--- src/rtl/abspos_pkg.sv ---
package abspos_pkg;
  localparam int unsigned OFS_TIME   = 32'h200;
  localparam int unsigned OFS_CTRL   = 32'h204;
  localparam int unsigned OFS_STATUS = 32'h208;
  localparam int unsigned OFS_SET    = 32'h20C;

  localparam int unsigned CTRL_COPY_BIT = 0;
  localparam int unsigned CTRL_RUN_BIT  = 1;
  localparam int unsigned STAT_DUE_BIT  = 8;

  // count reaches programmed limit; limit 0 never matches
  function automatic logic limit_hit(input logic [31:0] nxt, input logic [31:0] lim);
    return (lim != 32'd0) && (nxt == lim);
  endfunction

  function automatic logic [31:0] pack_status(input logic due, input logic [4:0] fb);
    logic [31:0] w;
    w = '0;
    w[4:0] = fb;
    w[STAT_DUE_BIT] = due;
    return w;
  endfunction
endpackage

--- src/rtl/abspos_tick_div.sv ---
module abspos_tick_div #(
  parameter int unsigned DIV = 40_000_000
) (
  input  logic clk,
  input  logic rst_n,
  output logic tick
);
  localparam int unsigned CW = (DIV > 1) ? $clog2(DIV) : 1;
  localparam logic [CW-1:0] LAST = CW'(DIV - 1);

  logic [CW-1:0] cnt_q;

  always_ff @(posedge clk) begin
    if (!rst_n)            cnt_q <= '0;
    else if (cnt_q == LAST) cnt_q <= '0;
    else                   cnt_q <= cnt_q + CW'(1);
  end

  assign tick = (cnt_q == LAST);
endmodule

--- src/rtl/abspos_sync2.sv ---
module abspos_sync2 #(
  parameter int unsigned W = 5
) (
  input  logic         clk,
  input  logic         rst_n,
  input  logic [W-1:0] d,
  output logic [W-1:0] q
);
  logic [W-1:0] stage1_q, stage2_q;

  always_ff @(posedge clk) begin
    if (!rst_n) begin
      stage1_q <= '0;
      stage2_q <= '0;
    end else begin
      stage1_q <= d;
      stage2_q <= stage1_q;
    end
  end

  assign q = stage2_q;
endmodule

--- src/rtl/abspos_sec_timer.sv ---
module abspos_sec_timer
  import abspos_pkg::*;
(
  input  logic        clk,
  input  logic        rst_n,
  input  logic        run,
  input  logic        tick,
  input  logic [31:0] limit,
  output logic        due,
  output logic        trig
);
  logic [31:0] secs_q;
  logic [31:0] secs_nxt;

  assign secs_nxt = secs_q + 32'd1;

  always_ff @(posedge clk) begin
    if (!rst_n) begin
      secs_q <= '0;
      due    <= 1'b0;
      trig   <= 1'b0;
    end else begin
      trig <= 1'b0;
      if (!run) begin
        secs_q <= '0;
        due    <= 1'b0;
      end else if (tick && !due) begin
        secs_q <= secs_nxt;
        if (limit_hit(secs_nxt, limit)) begin
          due  <= 1'b1;
          trig <= 1'b1;
        end
      end
    end
  end
endmodule

--- src/rtl/abspos_ctrl.sv ---
module abspos_ctrl
  import abspos_pkg::*;
#(
  parameter int unsigned AW       = 12,
  parameter int unsigned NPOS     = 5,
  parameter int unsigned SET_W    = 8,
  parameter int unsigned SEC_DIV  = 40_000_000,
  parameter int unsigned FAST_DIV = 1_600
) (
  input  logic            clk,
  input  logic            rst_n,
  input  logic            wr_en,
  input  logic [AW-1:0]   addr,
  input  logic [31:0]     wdata,
  output logic [31:0]     rdata,
  input  logic [NPOS-1:0] pos_fb_i,
  output logic [NPOS-1:0] pos_sel_o,
  output logic            trig_o,
  output logic            due_o,
  output logic            sec_tick_o,
  output logic            fast_tick_o
);
  localparam logic [AW-1:0] A_TIME   = AW'(OFS_TIME);
  localparam logic [AW-1:0] A_CTRL   = AW'(OFS_CTRL);
  localparam logic [AW-1:0] A_STATUS = AW'(OFS_STATUS);
  localparam logic [AW-1:0] A_SET    = AW'(OFS_SET);

  logic [31:0]      chg_time_q;
  logic             run_q;
  logic [SET_W-1:0] set_q;
  logic [NPOS-1:0]  fb_sync;
  logic [NPOS-1:0]  sel_q;

  // named events for the checker
  logic copy_evt;
  logic wr_status;

  assign copy_evt  = wr_en && (addr == A_CTRL) && wdata[CTRL_COPY_BIT];
  assign wr_status = wr_en && (addr == A_STATUS);

  always_ff @(posedge clk) begin
    if (!rst_n) begin
      chg_time_q <= '0;
      run_q      <= 1'b0;
      set_q      <= '0;
    end else if (wr_en) begin
      case (addr)
        A_TIME: chg_time_q <= wdata;
        A_CTRL: run_q      <= wdata[CTRL_RUN_BIT];
        A_SET:  set_q      <= wdata[SET_W-1:0];
        default: ;
      endcase
    end
  end

  always_ff @(posedge clk) begin
    if (!rst_n)        sel_q <= '0;
    else if (copy_evt) sel_q <= set_q[NPOS-1:0];
  end
  assign pos_sel_o = sel_q;

  abspos_sync2 #(.W(NPOS)) u_sync (
    .clk  (clk),
    .rst_n(rst_n),
    .d    (pos_fb_i),
    .q    (fb_sync)
  );

  abspos_tick_div #(.DIV(SEC_DIV)) u_sec_div (
    .clk  (clk),
    .rst_n(rst_n),
    .tick (sec_tick_o)
  );

  abspos_tick_div #(.DIV(FAST_DIV)) u_fast_div (
    .clk  (clk),
    .rst_n(rst_n),
    .tick (fast_tick_o)
  );

  abspos_sec_timer u_timer (
    .clk  (clk),
    .rst_n(rst_n),
    .run  (run_q),
    .tick (sec_tick_o),
    .limit(chg_time_q),
    .due  (due_o),
    .trig (trig_o)
  );

  logic [4:0] fb5;
  always_comb begin
    fb5 = '0;
    fb5[NPOS-1:0] = fb_sync;
  end

  always_comb begin
    rdata = '0;
    case (addr)
      A_TIME:   rdata = chg_time_q;
      A_CTRL:   rdata[CTRL_RUN_BIT] = run_q;
      A_STATUS: rdata = pack_status(due_o, fb5);
      A_SET:    rdata[SET_W-1:0] = set_q;
      default:  rdata = '0;
    endcase
  end
endmodule

--- config.mk ---
export PLATFORM = sky130hd
export DESIGN_NAME = abspos_ctrl
export DESIGN_NICKNAME = d
export VERILOG_FILES = /design/src/rtl/abspos_pkg.sv /design/src/rtl/abspos_tick_div.sv /design/src/rtl/abspos_sync2.sv /design/src/rtl/abspos_sec_timer.sv /design/src/rtl/abspos_ctrl.sv
export SDC_FILE = /design/constraint.sdc
export NUM_CORES = 1
export LEC_CHECK = 0
export CAP_MARGIN = 10
export CORE_UTILIZATION = 55
export CTS_CLUSTER_DIAMETER = 80
export DETAILED_ROUTE_END_ITERATION = 10
export PLACE_DENSITY = 0.82
export SLEW_MARGIN = 30
export SYNTH_ARGS = -nofsm -noshare
export SYNTH_HDL_FRONTEND = slang
export SYNTH_SLANG_ARGS = --single-unit
--- constraint.sdc ---
create_clock -name clk -period 4.7 [get_ports clk]
set_input_delay 0.705 -clock clk [delete_from_list [all_inputs] [get_ports clk]]
set_output_delay 0.705 -clock clk [all_outputs]
set_load 0.005 [all_outputs]
==> results of run 1 <==
==> layout make-up <==
class | instances | area [sq um]
multi-input combinational | 604 | 3800
fill | 912 | 3470
sequential | 127 | 2540
timing repair buffer | 98 | 961
clock buffer | 20 | 447
tap | 143 | 179
clock inverter | 12 | 111
inverter | 3 | 11.3
==> registers in the layout, summed over array words and instances (netlist names) <==
register,cells
run_q,1
u_timer.trig,1
set_q,8
pos_sel_o,5
u_sync.q,5
u_sec_div.cnt_q,26
chg_time_q,32
u_timer.secs_q,32
u_sync.stage1_q,5
u_timer.due,1
u_fast_div.cnt_q,11
==> critical path, delay by kind of cell <==
kind | cells | cell delay, ns
and+or+nand+nor | 4 | 1.23
buffers and inverters | 3 | 1.27
==> routing by layer <==
metal	track usage [%]	vias up
met5	0	-
met2	47.8	213
met1	36.2	2765
met3	5.69	35
li1	-	2820
met4	11.3	0
==> logic make-up after synthesis <==
group                      after synthesis  synth area share, %
DFF                                    127                 38.8
adders and majority gates                3                0.573
buffers and inverters                   51                 3.36
and+or+nand+nor                        392                 31.0
muxes                                   20                 3.25
AOI/OAI and AO/OA                       90                 9.72
xor gates and xnor gates                99                 13.2
==> Yosys cell counts (all sizes together), types with 12 or more instances <==
cell type / instances / share of area, %
a21oi: 16 / 1.2
dfxtp: 127 / 39
nand2: 105 / 6.0
nand3: 33 / 2.5
mux2i: 19 / 2.9
nor2: 89 / 5.1
and3: 14 / 1.4
nor4: 20 / 2.1
nand4: 24 / 2.5
xnor2: 60 / 8.0
o21ai: 15 / 1.1
nor2b: 16 / 1.5
or3: 12 / 1.2
and2: 41 / 3.9
clkbuf: 33 / 1.9
buf: 15 / 1.3
xor2: 39 / 5.2
a21boi: 33 / 3.8
==> path summary, 6_finish.rpt <==
check	cells past startpoint	from	endpoint
setup / recovery	7	addr[9]	rdata[15]
hold / removal	1	u_sync.stage1_q[0]$_SDFF_PN0_	u_sync.q[0]$_SDFF_PN0_
setup reg to reg	6	u_timer.secs_q[0]$_SDFFE_PN0P_	u_timer.secs_q[28]$_SDFFE_PN0P_
hold reg to reg	1	u_sync.stage1_q[0]$_SDFF_PN0_	u_sync.q[0]$_SDFF_PN0_
==> per-stage QoR <==
| stage | power [mW] | utilization [%] | std cells | cell area, sq um | setup WS, ns |
|---|---|---|---|---|---|
| 2_1_floorplan | 1.14 | - | 782 | 6550 | 1.88 |
| 3_3_place_gp | 1.19 | 65.1 | 975 | 7490 | 0.925 |
| 3_5_place_dp | 1.19 | 65.1 | 975 | 7490 | 0.819 |
| 4_1_cts | 2.43 | 69.9 | 1007 | 8050 | 0.829 |
| 5_1_grt | 2.48 | 69.9 | 1007 | 8050 | 0.614 |
| 6_report | 2.41 | 69.9 | 1007 | 8050 | 0.777 |
==> power by group through the flow <==
stage / sequential, mW / clock (mW) / combinational [mW]
floorplan: 1.11 / 0 / 0.0305
global placement: 1.11 / 0 / 0.0787
detailed placement: 1.11 / 0 / 0.0803
CTS: 1.09 / 1.26 / 0.0809
global route: 1.09 / 1.30 / 0.0874
finish: 1.09 / 1.24 / 0.0809
==> metrics.txt, run 1 <==
min Tclk post-route=about 3.9 ns; TritonCTS Buffers=17; hpwl dp=12200 um; Critical Path End Type=primary output; Post-CTS Hold Buffers=0; most numerous cell on the critical path=clkdlybuf4s50_1; Total GRT Usage=between 20% and 30%; antenna-violating nets left=0; H-tree depth=4; Synth Area per Inst=around 8.4 sq um; CTS tree=done; Port Buffers=92; worst-path cell chain=clkdlybuf4s50_1 > nor4b_1 > nand3_1 > nor3_2 > buf_4 > and2_1 > clkdlybuf4s50_1; Pre-antenna DRT Iters=8; Relative slew margins=39.0%; vias in the first global route=around 5600; most frequent cells in the layout=dfxtp_1 (127), nand2_1 (105), clkdlybuf4s50_1 (91); setup violators final=0; clock slew at reported path FFs=about 0.060 ns; commonest non-fill, non-tap cell in the layout=dfxtp_1; DRC=1; vias per cell=between 5 and 6; drt total wl=roughly 17000 um; Avg WL per Cell=16.9 um; critical path class=in -> out; Skew-Pair Late Insertion Delay=0.42 ns; I/O pin count=slightly above 90; asr flop ratio synth=0%; RSZ-0062 raised after global routing=no; Max stage delay cell, worst path=clkdlybuf4s50_1; largest net degree at the start of global routing=65; Post-CTS Setup Bufs=0; Slew Viols, Final=0; DRT iter0 DRCs=roughly 450; Yosys cell types=between 60 and 70; Die ar.=approximately 0.012 sq mm; part of the power in combinational logic=around 3.4%; Critical Path RT=3.99 ns; sequential group share of total power=45.2%; post-synthesis sequential area ratio=roughly two fifths; Hold Violations, Final=0; Hold WS=approximately 0.43 ns; Cell Int Power=1.88 mW; global-route wire length before repair=between 20000 and 30000 um; Clock Path Buffers=2; YS warnings=0; setup TNS=0 ns; register bit total from synthesis=around 130; Max-Cap Viols=0; Post-synth top flop=dfxtp_1; Worst Path Max Fanout=25; Clk pwr share=a little over 50%; GRT overflow=0; Tcrit/Tclk final=a little over four fifths; width of the die=111 um; Root Buffer Master=clkbuf_16; met2 wire len=around 8200 um; r2r setup slk=roughly 1.7 ns; initial core utilization=56.9%; vias=around 5800; Cell Pwr Density=~300 mW/mm^2; CP Launch Type=input pin; Syn Nets=837; FP Rows=39; Hold Path Class=reg -> reg; failing checks=design-rule violations; Worst VDD drop=roughly 0.00028 V; cts repair resizes=0; Slew @ Worst Pin=0.911 ns; Post-synth EDFFs=0; antenna cells=0; Switching Fraction=22.1%; leakage=between 2 and 3 nW; WL met1=between 7000 and 8000 um; Die H=~110 um; critical path arrival=approximately 3.2 ns; skew final=just under 0.007 ns; status=complete, but fails checks; Mapped Area=roughly 0.0066 sq mm; Mapped Cells=between 700 and 800; clock tree sinks=between 100 and 150; Highest Clock Rate=between 0.2 and 0.3 GHz; fin nets=906; Area Growth Syn to Fin=22.9%; top routing layer used=met4; Core Footprint=~0.012 sq mm; Psw=0.532 mW; Worst path max stage delay=about 0.5 ns; WL met3=between 1000 and 1500 um; fraction of final layout cells sized beyond drive strength 1=about 6.3%; initial antenna violation count=0; placer congestion estimate=a little under 0.9
(Power assumes the default switching activity.)
==> run 2, diff against run 1 <==
==> constraint.sdc (replaced) <==
create_clock -name clk -period 3.7 [get_ports clk]
set_input_delay 0.555 -clock clk [delete_from_list [all_inputs] [get_ports clk]]
set_output_delay 0.555 -clock clk [all_outputs]
set_load 0.005 [all_outputs]
==> run 2 against run 1 <==
The flow still finishes with violations (design-rule violations). Worst setup slack lost 0.40 ns. Register-to-register slack worse by 1.0 ns. Combinational power up 27%. First-iteration DRC count increased by 11%. Flip-flop and latch count unchanged. Clock-buffer cell count down 1. Sequential share of layout area is 0.39 points lower.
==> metrics.txt, run 2 (synthesis gave the netlist of run 1 again) <==
pre-CTS setup slack=around 0.42 ns; vias per cell=around 5.7; Slew @ Worst Pin=approximately 0.74 ns; clock slew at reported path FFs=about 0.06 ns; GRT overflow=0; DRT iter0 DRCs=around 500; fin area=0.00815 sq mm; hpwl dp=about 12000 um; leakage=approximately 2.7 nW; min Tclk post-route=between 3 and 4 ns; vias in the first global route=roughly 5600; FP Rows=39; largest net degree at the start of global routing=65; RSZ-0062 raised after global routing=no; status=complete, but fails checks; worst-path cell chain=clkdlybuf4s50_1 > nor4b_1 > nand3_1 > nor3_2 > buf_4 > and2_1 > clkdlybuf4s50_1; H-tree depth=4; commonest non-fill, non-tap cell in the layout=dfxtp_1; Critical Path End Type=primary output; most numerous cell on the critical path=clkdlybuf4s50_1; Hold Violations, Final=0; Worst path max stage delay=about 0.5 ns; DRC=3; CP Launch Type=input pin; fin nets=909; width of the die=111 um; Tcrit/Tclk final=about 90%; clock tree sinks=approximately 130; Root Buffer Master=clkbuf_16; dpl cell area=0.00751 sq mm; Max-Cap Viols=0; drt total wl=around 17000 um; Critical Path RT=around 3.1 ns; total power=approximately 3.3 mW; Die ar.=between 0.01 and 0.015 sq mm; setup violators final=0; most frequent cells in the layout=dfxtp_1 (127), nand2_1 (105), clkdlybuf4s50_1 (91); Cell Pwr Density=between 400 and 500 mW/mm^2; failing checks=design-rule violations; Post-CTS Hold Buffers=0; CTS tree=done; Max stage delay cell, worst path=clkdlybuf4s50_1; vias=approximately 5800; initial antenna violation count=1; placer congestion estimate=around 0.94; Highest Clock Rate=roughly 0.30 GHz; global-route wire length before repair=around 28000 um; Psw=just under 0.7 mW; Cell Int Power=approximately 2.6 mW; Port Buffers=between 90 and 100; Post-CTS Setup Bufs=0; Switching Fraction=20.5%; Pre-antenna DRT Iters=8; Die H=about 110 um; fraction of final layout cells sized beyond drive strength 1=6.81%; I/O pin count=93; Worst Path Max Fanout=25; sequential group share of total power=42.2%; Skew-Pair Late Insertion Delay=roughly 0.43 ns; skew final=0.0102 ns; Avg WL per Cell=16.7 um; Slew Viols, Final=0; Area Growth Syn to Fin=24.4%; Clock Path Buffers=2; TritonCTS Buffers=17; initial core utilization=about 57%; setup TNS=0 ns; antenna cells=0; Core Footprint=~0.012 sq mm; part of the power in combinational logic=3.1%; critical path class=in -> out; Clk pwr share=54.6%; final worst setup slack=between 0.3 and 0.4 ns; Worst VDD drop=0.000363 V; cts repair resizes=0; Hold Path Class=reg -> reg; Relative slew margins=50.3%; antenna-violating nets left=0; critical path arrival=2.77 ns; biggest regs=chg_time_q x32, u_timer.secs_q x32, u_sec_div.cnt_q x26; Total GRT Usage=between 20 and 30%
## run 2: cell types whose count changed in the layout (fill, tap and decap cells not counted), sizes merged
cell and delta:
clkinvlp -2, clkbuf -1, buf +3, bufinv +3
## run 2: layer usage
layer  share of wire (%)  vias up  wire length (um)  global-route usage (%)
met3                 6.7       40              1130                    7.16
met2                  48      211              8080                    47.1
met4                 2.9        0               483                    12.8
li1                    -     2833                 -                       -
met5                   0        -                 0                       0
met1                  43     2698              7200                    35.5
## run 2: cell type report
cell class	instances	area (sq um)
clock buffers	19	453
flip-flops and latches	127	2540
inverters	3	11.3
multi-input cells	604	3800
clock inverters	13	183
well taps	143	179
fillers	895	3370
repair buffers	101	983
## run 2: final timing paths
| check | from | to | slack (ns) | cells after the start |
|---|---|---|---|---|
| setup / recovery | addr[9] | rdata[21] | 0.38 | 7 |
| hold / removal | u_sync.stage1_q[0]$_SDFF_PN0_ | u_sync.q[0]$_SDFF_PN0_ | 0.43 | 1 |
| hold reg to reg | u_sync.stage1_q[0]$_SDFF_PN0_ | u_sync.q[0]$_SDFF_PN0_ | 0.43 | 1 |
| setup reg to reg | u_timer.secs_q[0]$_SDFFE_PN0P_ | u_timer.secs_q[28]$_SDFFE_PN0P_ | 0.69 | 6 |
## run 2: through the flow
stage | utilization [%] | std cells | hold WS, ns
after global placement | 65.3 | 978 | 0.415
after detailed placement | 65.3 | 978 | 0.418
after floorplan | - | 782 | 0.412
final | 70.8 | 1010 | 0.432
after CTS | 70.8 | 1010 | 0.432
after global routing | 70.8 | 1010 | 0.458
## run 2: power groups by stage
stage | clock, mW | sequential (mW) | combinational [mW]
3_5_place_dp | 0 | 1.42 | 0.102
3_3_place_gp | 0 | 1.41 | 0.100
6_report | 1.79 | 1.39 | 0.103
2_1_floorplan | 0 | 1.41 | 0.0388
4_1_cts | 1.81 | 1.39 | 0.103
5_1_grt | 1.88 | 1.39 | 0.110
## run 2: worst max-delay path, delay by kind of cell
family / cells / cell delay (ns)
and+or+nand+nor: 4 / 0.93
buffers and inverters: 3 / 1.28
